## src/rtl/uart_rx_pkg.sv

```systemverilog
package uart_rx_pkg;
  // word indices on the register bus (addr[5:2])
  localparam int IDX_CTRL = 0;
  localparam int IDX_STAT = 1;
  localparam int IDX_RDAT = 2;
  localparam int IDX_FCTL = 3;
  localparam int IDX_FSTA = 4;
  localparam int IDX_INTR = 5;

  localparam int CTRL_EN_BIT    = 0;
  localparam int ST_FULL_BIT    = 0;
  localparam int ST_EMPTY_BIT   = 1;
  localparam int ST_IDLE_BIT    = 2;
  localparam int FCTL_RXRST_BIT = 1;
  localparam int FCTL_WM_LSB    = 2;
  localparam int FSTA_TX_LSB    = 0;
  localparam int FSTA_RX_LSB    = 16;
  localparam int INTR_WM_BIT    = 0;

  typedef struct packed {
    logic ctrl_wr;
    logic fctl_wr;
    logic intr_wr;
    logic rdat_rd;
  } reg_stb_t;
endpackage

```

## src/rtl/uart_rx_regdec.sv

```systemverilog
module uart_rx_regdec
  import uart_rx_pkg::*;
#(
  parameter int IW     = 4,
  parameter int DATA_W = 8,
  parameter int LVL_W  = 6,
  parameter int RPT_W  = 5,
  parameter int WM_W   = 3
) (
  input  logic              req_i,
  input  logic              we_i,
  input  logic [IW-1:0]     idx_i,
  input  logic              en_i,
  input  logic              full_i,
  input  logic              empty_i,
  input  logic              idle_i,
  input  logic              irq_i,
  input  logic [DATA_W-1:0] data_i,
  input  logic [WM_W-1:0]   wm_i,
  input  logic [LVL_W-1:0]  rx_lvl_i,
  input  logic [LVL_W-1:0]  tx_lvl_i,
  output reg_stb_t          stb_o,
  output logic [31:0]       rdata_o
);
  logic [RPT_W-1:0] rx_fld, tx_fld;

  // level fields are reported RPT_W wide whatever the counter width
  if (LVL_W >= RPT_W) begin : g_trunc
    assign rx_fld = rx_lvl_i[RPT_W-1:0];
    assign tx_fld = tx_lvl_i[RPT_W-1:0];
    if (LVL_W > RPT_W) begin : g_hi
      logic unused_hi;
      assign unused_hi = ^{rx_lvl_i[LVL_W-1:RPT_W], tx_lvl_i[LVL_W-1:RPT_W]};
    end
  end else begin : g_ext
    assign rx_fld = RPT_W'(rx_lvl_i);
    assign tx_fld = RPT_W'(tx_lvl_i);
  end

  logic wr, rd;
  assign wr = req_i & we_i;
  assign rd = req_i & ~we_i;

  always_comb begin
    stb_o         = '0;
    stb_o.ctrl_wr = wr && (int'(idx_i) == IDX_CTRL);
    stb_o.fctl_wr = wr && (int'(idx_i) == IDX_FCTL);
    stb_o.intr_wr = wr && (int'(idx_i) == IDX_INTR);
    stb_o.rdat_rd = rd && (int'(idx_i) == IDX_RDAT);
  end

  always_comb begin
    rdata_o = '0;
    case (int'(idx_i))
      IDX_CTRL: rdata_o[CTRL_EN_BIT] = en_i;
      IDX_STAT: begin
        rdata_o[ST_FULL_BIT]  = full_i;
        rdata_o[ST_EMPTY_BIT] = empty_i;
        rdata_o[ST_IDLE_BIT]  = idle_i;
      end
      IDX_RDAT: rdata_o[DATA_W-1:0] = data_i;
      IDX_FCTL: rdata_o[FCTL_WM_LSB +: WM_W] = wm_i;
      IDX_FSTA: begin
        rdata_o[FSTA_TX_LSB +: RPT_W] = tx_fld;
        rdata_o[FSTA_RX_LSB +: RPT_W] = rx_fld;
      end
      IDX_INTR: rdata_o[INTR_WM_BIT] = irq_i;
      default:  rdata_o = '0;
    endcase
  end
endmodule

```

## src/rtl/uart_rx_hold.sv

```systemverilog
module uart_rx_hold #(
  parameter int DATA_W = 8,
  parameter int LVL_W  = 6
) (
  input  logic              clk_i,
  input  logic              rst_ni,
  input  logic              en_i,
  input  logic              valid_i,
  input  logic [DATA_W-1:0] data_i,
  input  logic              drain_req_i,
  input  logic              rxrst_i,
  output logic              ready_o,
  output logic              accept_o,
  output logic              full_o,
  output logic              empty_o,
  output logic              idle_o,
  output logic [LVL_W-1:0]  lvl_o,
  output logic [DATA_W-1:0] data_o
);
  logic              full_q, empty_q, idle_q, drain;
  logic [LVL_W-1:0]  lvl_q;
  logic [DATA_W-1:0] data_q;

  assign ready_o  = en_i & ~full_q;
  assign accept_o = valid_i & ready_o;
  assign drain    = drain_req_i & en_i & (lvl_q != '0);

  always_ff @(posedge clk_i or negedge rst_ni) begin
    if (!rst_ni) begin
      full_q  <= 1'b0;
      empty_q <= 1'b1;
      idle_q  <= 1'b1;
      data_q  <= '0;
    end else if (accept_o) begin
      data_q  <= data_i;
      full_q  <= 1'b1;
      empty_q <= 1'b0;
      idle_q  <= 1'b0;
    end else if (drain) begin
      full_q <= 1'b0;
      // flags return only when the counter reaches zero
      if (lvl_q == LVL_W'(1)) begin
        empty_q <= 1'b1;
        idle_q  <= 1'b1;
      end
    end
  end

  always_ff @(posedge clk_i or negedge rst_ni) begin
    if (!rst_ni) begin
      lvl_q <= '0;
    end else if (rxrst_i) begin
      lvl_q <= '0;
    end else begin
      case ({accept_o, drain})
        2'b10:   lvl_q <= lvl_q + LVL_W'(1);
        2'b01:   lvl_q <= lvl_q - LVL_W'(1);
        default: lvl_q <= lvl_q;
      endcase
    end
  end

  assign full_o  = full_q;
  assign empty_o = empty_q;
  assign idle_o  = idle_q;
  assign lvl_o   = lvl_q;
  assign data_o  = data_q;
endmodule

```

## src/rtl/uart_rx_wm_irq.sv

```systemverilog
module uart_rx_wm_irq #(
  parameter int LVL_W = 6,
  parameter int WM_W  = 3
) (
  input  logic             clk_i,
  input  logic             rst_ni,
  input  logic             accept_i,
  input  logic [LVL_W-1:0] lvl_i,
  input  logic             wm_wr_i,
  input  logic [WM_W-1:0]  wm_wdata_i,
  input  logic             clr_i,
  output logic [WM_W-1:0]  wm_o,
  output logic             irq_o
);
  logic [WM_W-1:0]  wm_q;
  logic             irq_q, set;
  logic [LVL_W:0]   lvl_nxt;

  assign lvl_nxt = {1'b0, lvl_i} + (LVL_W+1)'(1);
  assign set     = accept_i && (lvl_nxt > (LVL_W+1)'(wm_q));

  always_ff @(posedge clk_i or negedge rst_ni) begin
    if (!rst_ni) begin
      wm_q  <= '0;
      irq_q <= 1'b0;
    end else begin
      if (wm_wr_i) wm_q <= wm_wdata_i;
      irq_q <= set | (irq_q & ~clr_i);
    end
  end

  assign wm_o  = wm_q;
  assign irq_o = irq_q;
endmodule

```

## src/rtl/uart_rx_status_top.sv

```systemverilog
module uart_rx_status_top
  import uart_rx_pkg::*;
#(
  parameter int DATA_W = 8,
  parameter int LVL_W  = 6,
  parameter int AW     = 6,
  parameter int RPT_W  = 5,
  parameter int WM_W   = 3
) (
  input  logic              clk_i,
  input  logic              rst_ni,
  input  logic              rx_valid_i,
  input  logic [DATA_W-1:0] rx_data_i,
  output logic              rx_ready_o,
  input  logic [LVL_W-1:0]  tx_lvl_i,
  input  logic              reg_req_i,
  input  logic              reg_we_i,
  input  logic [AW-1:0]     reg_addr_i,
  input  logic [31:0]       reg_wdata_i,
  output logic [31:0]       reg_rdata_o,
  output logic              irq_rx_wm_o
);
  localparam int IW = AW - 2;

  reg_stb_t          stb;
  logic              ctrl_en, rx_full, rx_empty, rx_idle, rx_accept, rx_rst, irq_clr;
  logic [LVL_W-1:0]  rx_lvl, tx_q;
  logic [DATA_W-1:0] rx_hold;
  logic [WM_W-1:0]   wm;
  logic              unused_bits;

  assign unused_bits = ^{reg_addr_i[1:0], reg_wdata_i[31:FCTL_WM_LSB+WM_W]};

  always_ff @(posedge clk_i or negedge rst_ni) begin
    if (!rst_ni) begin
      ctrl_en <= 1'b0;
      tx_q    <= '0;
    end else begin
      if (stb.ctrl_wr) ctrl_en <= reg_wdata_i[CTRL_EN_BIT];
      tx_q <= tx_lvl_i;
    end
  end

  assign rx_rst  = stb.fctl_wr & reg_wdata_i[FCTL_RXRST_BIT];
  assign irq_clr = stb.intr_wr & reg_wdata_i[INTR_WM_BIT];

  uart_rx_regdec #(
    .IW(IW), .DATA_W(DATA_W), .LVL_W(LVL_W), .RPT_W(RPT_W), .WM_W(WM_W)
  ) u_dec (
    .req_i    (reg_req_i),
    .we_i     (reg_we_i),
    .idx_i    (reg_addr_i[AW-1:2]),
    .en_i     (ctrl_en),
    .full_i   (rx_full),
    .empty_i  (rx_empty),
    .idle_i   (rx_idle),
    .irq_i    (irq_rx_wm_o),
    .data_i   (rx_hold),
    .wm_i     (wm),
    .rx_lvl_i (rx_lvl),
    .tx_lvl_i (tx_q),
    .stb_o    (stb),
    .rdata_o  (reg_rdata_o)
  );

  uart_rx_hold #(.DATA_W(DATA_W), .LVL_W(LVL_W)) u_hold (
    .clk_i       (clk_i),
    .rst_ni      (rst_ni),
    .en_i        (ctrl_en),
    .valid_i     (rx_valid_i),
    .data_i      (rx_data_i),
    .drain_req_i (stb.rdat_rd),
    .rxrst_i     (rx_rst),
    .ready_o     (rx_ready_o),
    .accept_o    (rx_accept),
    .full_o      (rx_full),
    .empty_o     (rx_empty),
    .idle_o      (rx_idle),
    .lvl_o       (rx_lvl),
    .data_o      (rx_hold)
  );

  uart_rx_wm_irq #(.LVL_W(LVL_W), .WM_W(WM_W)) u_irq (
    .clk_i      (clk_i),
    .rst_ni     (rst_ni),
    .accept_i   (rx_accept),
    .lvl_i      (rx_lvl),
    .wm_wr_i    (stb.fctl_wr),
    .wm_wdata_i (reg_wdata_i[FCTL_WM_LSB +: WM_W]),
    .clr_i      (irq_clr),
    .wm_o       (wm),
    .irq_o      (irq_rx_wm_o)
  );
endmodule

```

## config.mk

```make
export PLATFORM = sky130hd
export DESIGN_NAME = uart_rx_status_top
export DESIGN_NICKNAME = d
export VERILOG_FILES = /design/src/rtl/uart_rx_pkg.sv /design/src/rtl/uart_rx_regdec.sv /design/src/rtl/uart_rx_hold.sv /design/src/rtl/uart_rx_wm_irq.sv /design/src/rtl/uart_rx_status_top.sv
export SDC_FILE = /design/constraint.sdc
export NUM_CORES = 1
export LEC_CHECK = 0
export ABC_CLOCK_PERIOD_IN_PS = 3990
export BUFFER_PORTS_ARGS = -buffer_cell sky130_fd_sc_hd__buf_2
export CAP_MARGIN = 20
export CORE_ASPECT_RATIO = 0.75
export CORE_MARGIN = 2
export CORE_UTILIZATION = 40
export CTS_CLUSTER_DIAMETER = 50
export DETAILED_ROUTE_END_ITERATION = 8
export GPL_TIMING_DRIVEN = 0
export PLACE_DENSITY = 0.73
export SYNTH_ARGS = -nofsm -noshare
export SYNTH_HDL_FRONTEND = slang
export SYNTH_SLANG_ARGS = --single-unit
export TNS_END_PERCENT = 10
```

## constraint.sdc

```tcl
create_clock -name clk_i -period 3.99 [get_ports clk_i]
set_input_delay 0.1995 -clock clk_i [delete_from_list [all_inputs] [get_ports clk_i]]
set_output_delay 0.1995 -clock clk_i [all_outputs]
set_load 0.02 [all_outputs]
```

==> flow_metrics.env <==
export IMPL_drtIter0Drc=78
export IMPL_ios=91
export IMPL_gp_congestion=0.842
export IMPL_hold_class="input port to register"
export IMPL_syn_area_per_cell_um2=9.04
export IMPL_num_vias=1413
export IMPL_tns_ns=0
export IMPL_final_nets=311
export IMPL_maxCapViolations=0
export IMPL_grt_max_degree=27
export IMPL_grt_pass1_wl_um=6080
export IMPL_setup_viol=0
export IMPL_synth_area_top_cells="dfrtp_1 (38%), buf_4 (8.6%), nand2_1 (8.1%)"
export IMPL_clk_pin_slew_ns=0.09
export IMPL_portBuffers=39
export IMPL_synth_edff_count=0
export IMPL_drc_errors=0
export IMPL_fp_dieW_um=78.5
export IMPL_drt_pass1_iterations=4
export IMPL_muxShareOfSynthArea=0.0594
export IMPL_fin_area_mm2=0.00207
export IMPL_path_max_fanout=8
export IMPL_num_antenna_cells=0
export IMPL_cp_arrival_ns=2.29
export IMPL_synth_xor_area_frac=0.0369
export IMPL_synth_most_common_cell="nand2_1"
export IMPL_grt_remaining_overflow=0
export IMPL_min_from="tx_lvl_i[1]"
export IMPL_synth_cell_type_count=41
export IMPL_timing_hold_ws_ns=0.0248
export IMPL_drt_total_wl_um=3840
export IMPL_initial_utilization=0.413
export IMPL_cts_resized=0
export IMPL_clockBufferDepth=2
export IMPL_end_kind="register"
export IMPL_synthTopCellsByCount="nand2_1 (36), dfrtp_1 (25), buf_4 (19), nor2_1 (12)"
export IMPL_grt_usage=0.169
export IMPL_p_comb_frac=0.418
export IMPL_drive_gt1_frac=0.297
export IMPL_r2r_start="u_hold.lvl_o[0]$_DFFE_PN0P_"
export IMPL_post_route_period_util=0.535
export IMPL_reg2reg_setup_slack_ns=1.85
export IMPL_viasPerCell=4.69
export IMPL_fmax_mhz=468
export IMPL_pwr_density_cell_mw_per_mm2=478
export IMPL_first_global_vias=1273
export IMPL_placed_area_mm2=0.00200
export IMPL_syn_to_final_growth_pct=24.2
export IMPL_cts_tree="built"
export IMPL_p_int_uw=605
export IMPL_hold_buffers=1
export IMPL_synth_compound_area_share=0.0880
export IMPL_synthesis_area_mm2=0.00166
export IMPL_fin_util=0.513
export IMPL_core_area_mm2=0.00403
export IMPL_max_slew_margin_rel=0.383
export IMPL_synth_top_family_by_area="simple AND/OR/NAND/NOR gates"
export IMPL_rsz0062_at_grt="false"
export IMPL_critPathKind="register to register"
export IMPL_yosys_area_top_type="dfrtp_1"
export IMPL_peakVddDrop_mv=0.250
export IMPL_rows=20
export IMPL_root_buffer="clkbuf_8"
export IMPL_worstMarginPinSlew_ns=0.917
export IMPL_post_cts_setup_buffer_count=0
export IMPL_synthSimpleGateAreaFrac=0.238
export IMPL_async_reset_ff_frac=1.00
export IMPL_post_drt_wl_per_cell_um=12.7
export IMPL_p_seq_frac=0.407
export IMPL_ys_seq_area_frac=0.392
export IMPL_clock_power_share=0.175
export IMPL_ys_seq_elements=26
export IMPL_final_hold_violation_count=0
export IMPL_hpwl_um=2940
export IMPL_startpoint_type="register"
export IMPL_synth_yosys_warnings=0
export IMPL_antenna_found_initial=0
export IMPL_clkLatencyLatePin_ns=0.28
export IMPL_status="finished clean"
export IMPL_clock_skew_ns=0.0100
export IMPL_switching_share=0.387
export IMPL_cp_required_ns=4.14
export IMPL_fp_dieH_um=59.8
export IMPL_synthDominantCellAreaShare=0.376
export IMPL_ctsHtreeMaxLevel=1
export IMPL_finalCriticalPeriod_ns=2.14
export IMPL_drv_slew=0
export IMPL_cts_buffers_inserted=3
export IMPL_p_sw_uw=383
export IMPL_syn_inst=184
export IMPL_ys_flop_type="dfrtp_1"
export IMPL_synthAdderAreaFrac=0.0587
export IMPL_leakage_nw=1.09
export IMPL_antenna_left=0
export IMPL_dieArea_mm2=0.00469
export IMPL_crit_start="u_hold.lvl_o[0]$_DFFE_PN0P_"
export IMPL_numClockSinks=26
cells by family after synthesis:
family / after synthesis
and+or+nand+nor: 80
buffers and inverters: 34
DFF: 26
AOI/OAI and AO/OA: 20
adders and majority gates: 8
muxes: 8
xor gates and xnor gates: 7
other: 1
through the flow:
stage               instances  power [mW]  setup WS (ns)
floorplan                 202       0.709           2.15
global placement          296       0.805           1.66
detailed placement        296       0.819           1.87
CTS                       301       0.995           1.86
global route              301        1.07           1.69
finish                    301       0.988           1.85
layer usage:
layer	routed length, um	track usage
met5	0	0
met4	37	0.0451
met3	190	0.0393
met2	1670	0.262
met1	1940	0.241
registers in the layout, summed over array words and instances (netlist names):
register / flops
ctrl_en: 1
u_irq.wm_o: 3
u_irq.irq_o: 1
u_hold.data_o: 8
tx_q: 5
u_hold.empty_o: 1
u_hold.full_o: 1
u_hold.lvl_o: 6
power groups by stage:
stage / clock network (mW) / logic (mW) / registers [mW]
finish: 0.173 / 0.413 / 0.403
CTS: 0.180 / 0.413 / 0.402
global route: 0.188 / 0.469 / 0.414
detailed placement: 0 / 0.411 / 0.408
floorplan: 0 / 0.315 / 0.394
global placement: 0 / 0.400 / 0.405
area by class of cell:
class | count | area (um^2)
Buffer | 27 | 181
Sequential cell | 26 | 652
Clock buffer | 4 | 55.1
Tap cell | 55 | 68.8
Inverter | 7 | 26.3
Multi-Input combinational cell | 142 | 877
Fill cell | 380 | 1960
Timing Repair Buffer | 40 | 205
cells in the final DEF, fill, tap and decap left out, types with 2 or more instances in the layout:
cell / synthesis / final
buf_2: 1 / 40
nand2_1: 36 / 36
dfrtp_1: 25 / 25
buf_4: 19 / 19
conb_1: 1 / 19
nor2_1: 12 / 12
inv_1: 7 / 7
ha_1: 7 / 7
o21ai_0: 6 / 6
clkbuf_1: 6 / 6
and2_1: 5 / 5
a21oi_1: 5 / 5
and3_1: 5 / 5
mux2i_1: 5 / 5
nor4_1: 5 / 5
xnor2_1: 4 / 4
clkbuf_8: 0 / 4
nor2b_1: 3 / 3
xor2_1: 3 / 3
nand3_1: 3 / 3
nor3_1: 2 / 2
a222oi_1: 2 / 2
nand3b_1: 2 / 2
mux2_2: 2 / 2
worst max-delay path, stage by stage, from the launching register on:
cell	delay, ns
dfrtp_1	0.52
inv_1	0.14
ha_1	0.37
ha_1	0.32
nor2b_1	0.13
o21ai_0	0.14
a32oi_1	0.10
nor4_1	0.18
o21ai_0	0.10
worst paths after layout:
check,to,cells past startpoint
worst max-delay path,u_irq.irq_o$_DFF_PN0_,8
max in group asynchronous,u_irq.wm_o[0]$_DFFE_PN0P_,2
worst min register to register,u_hold.data_o[5]$_DFFE_PN0P_,2
worst max register to register,u_irq.irq_o$_DFF_PN0_,8
worst min-delay path,tx_q[1]$_DFF_PN0_,1
min in group asynchronous,u_hold.lvl_o[4]$_DFFE_PN0P_,2
Power figures use the tool's default switching activity.
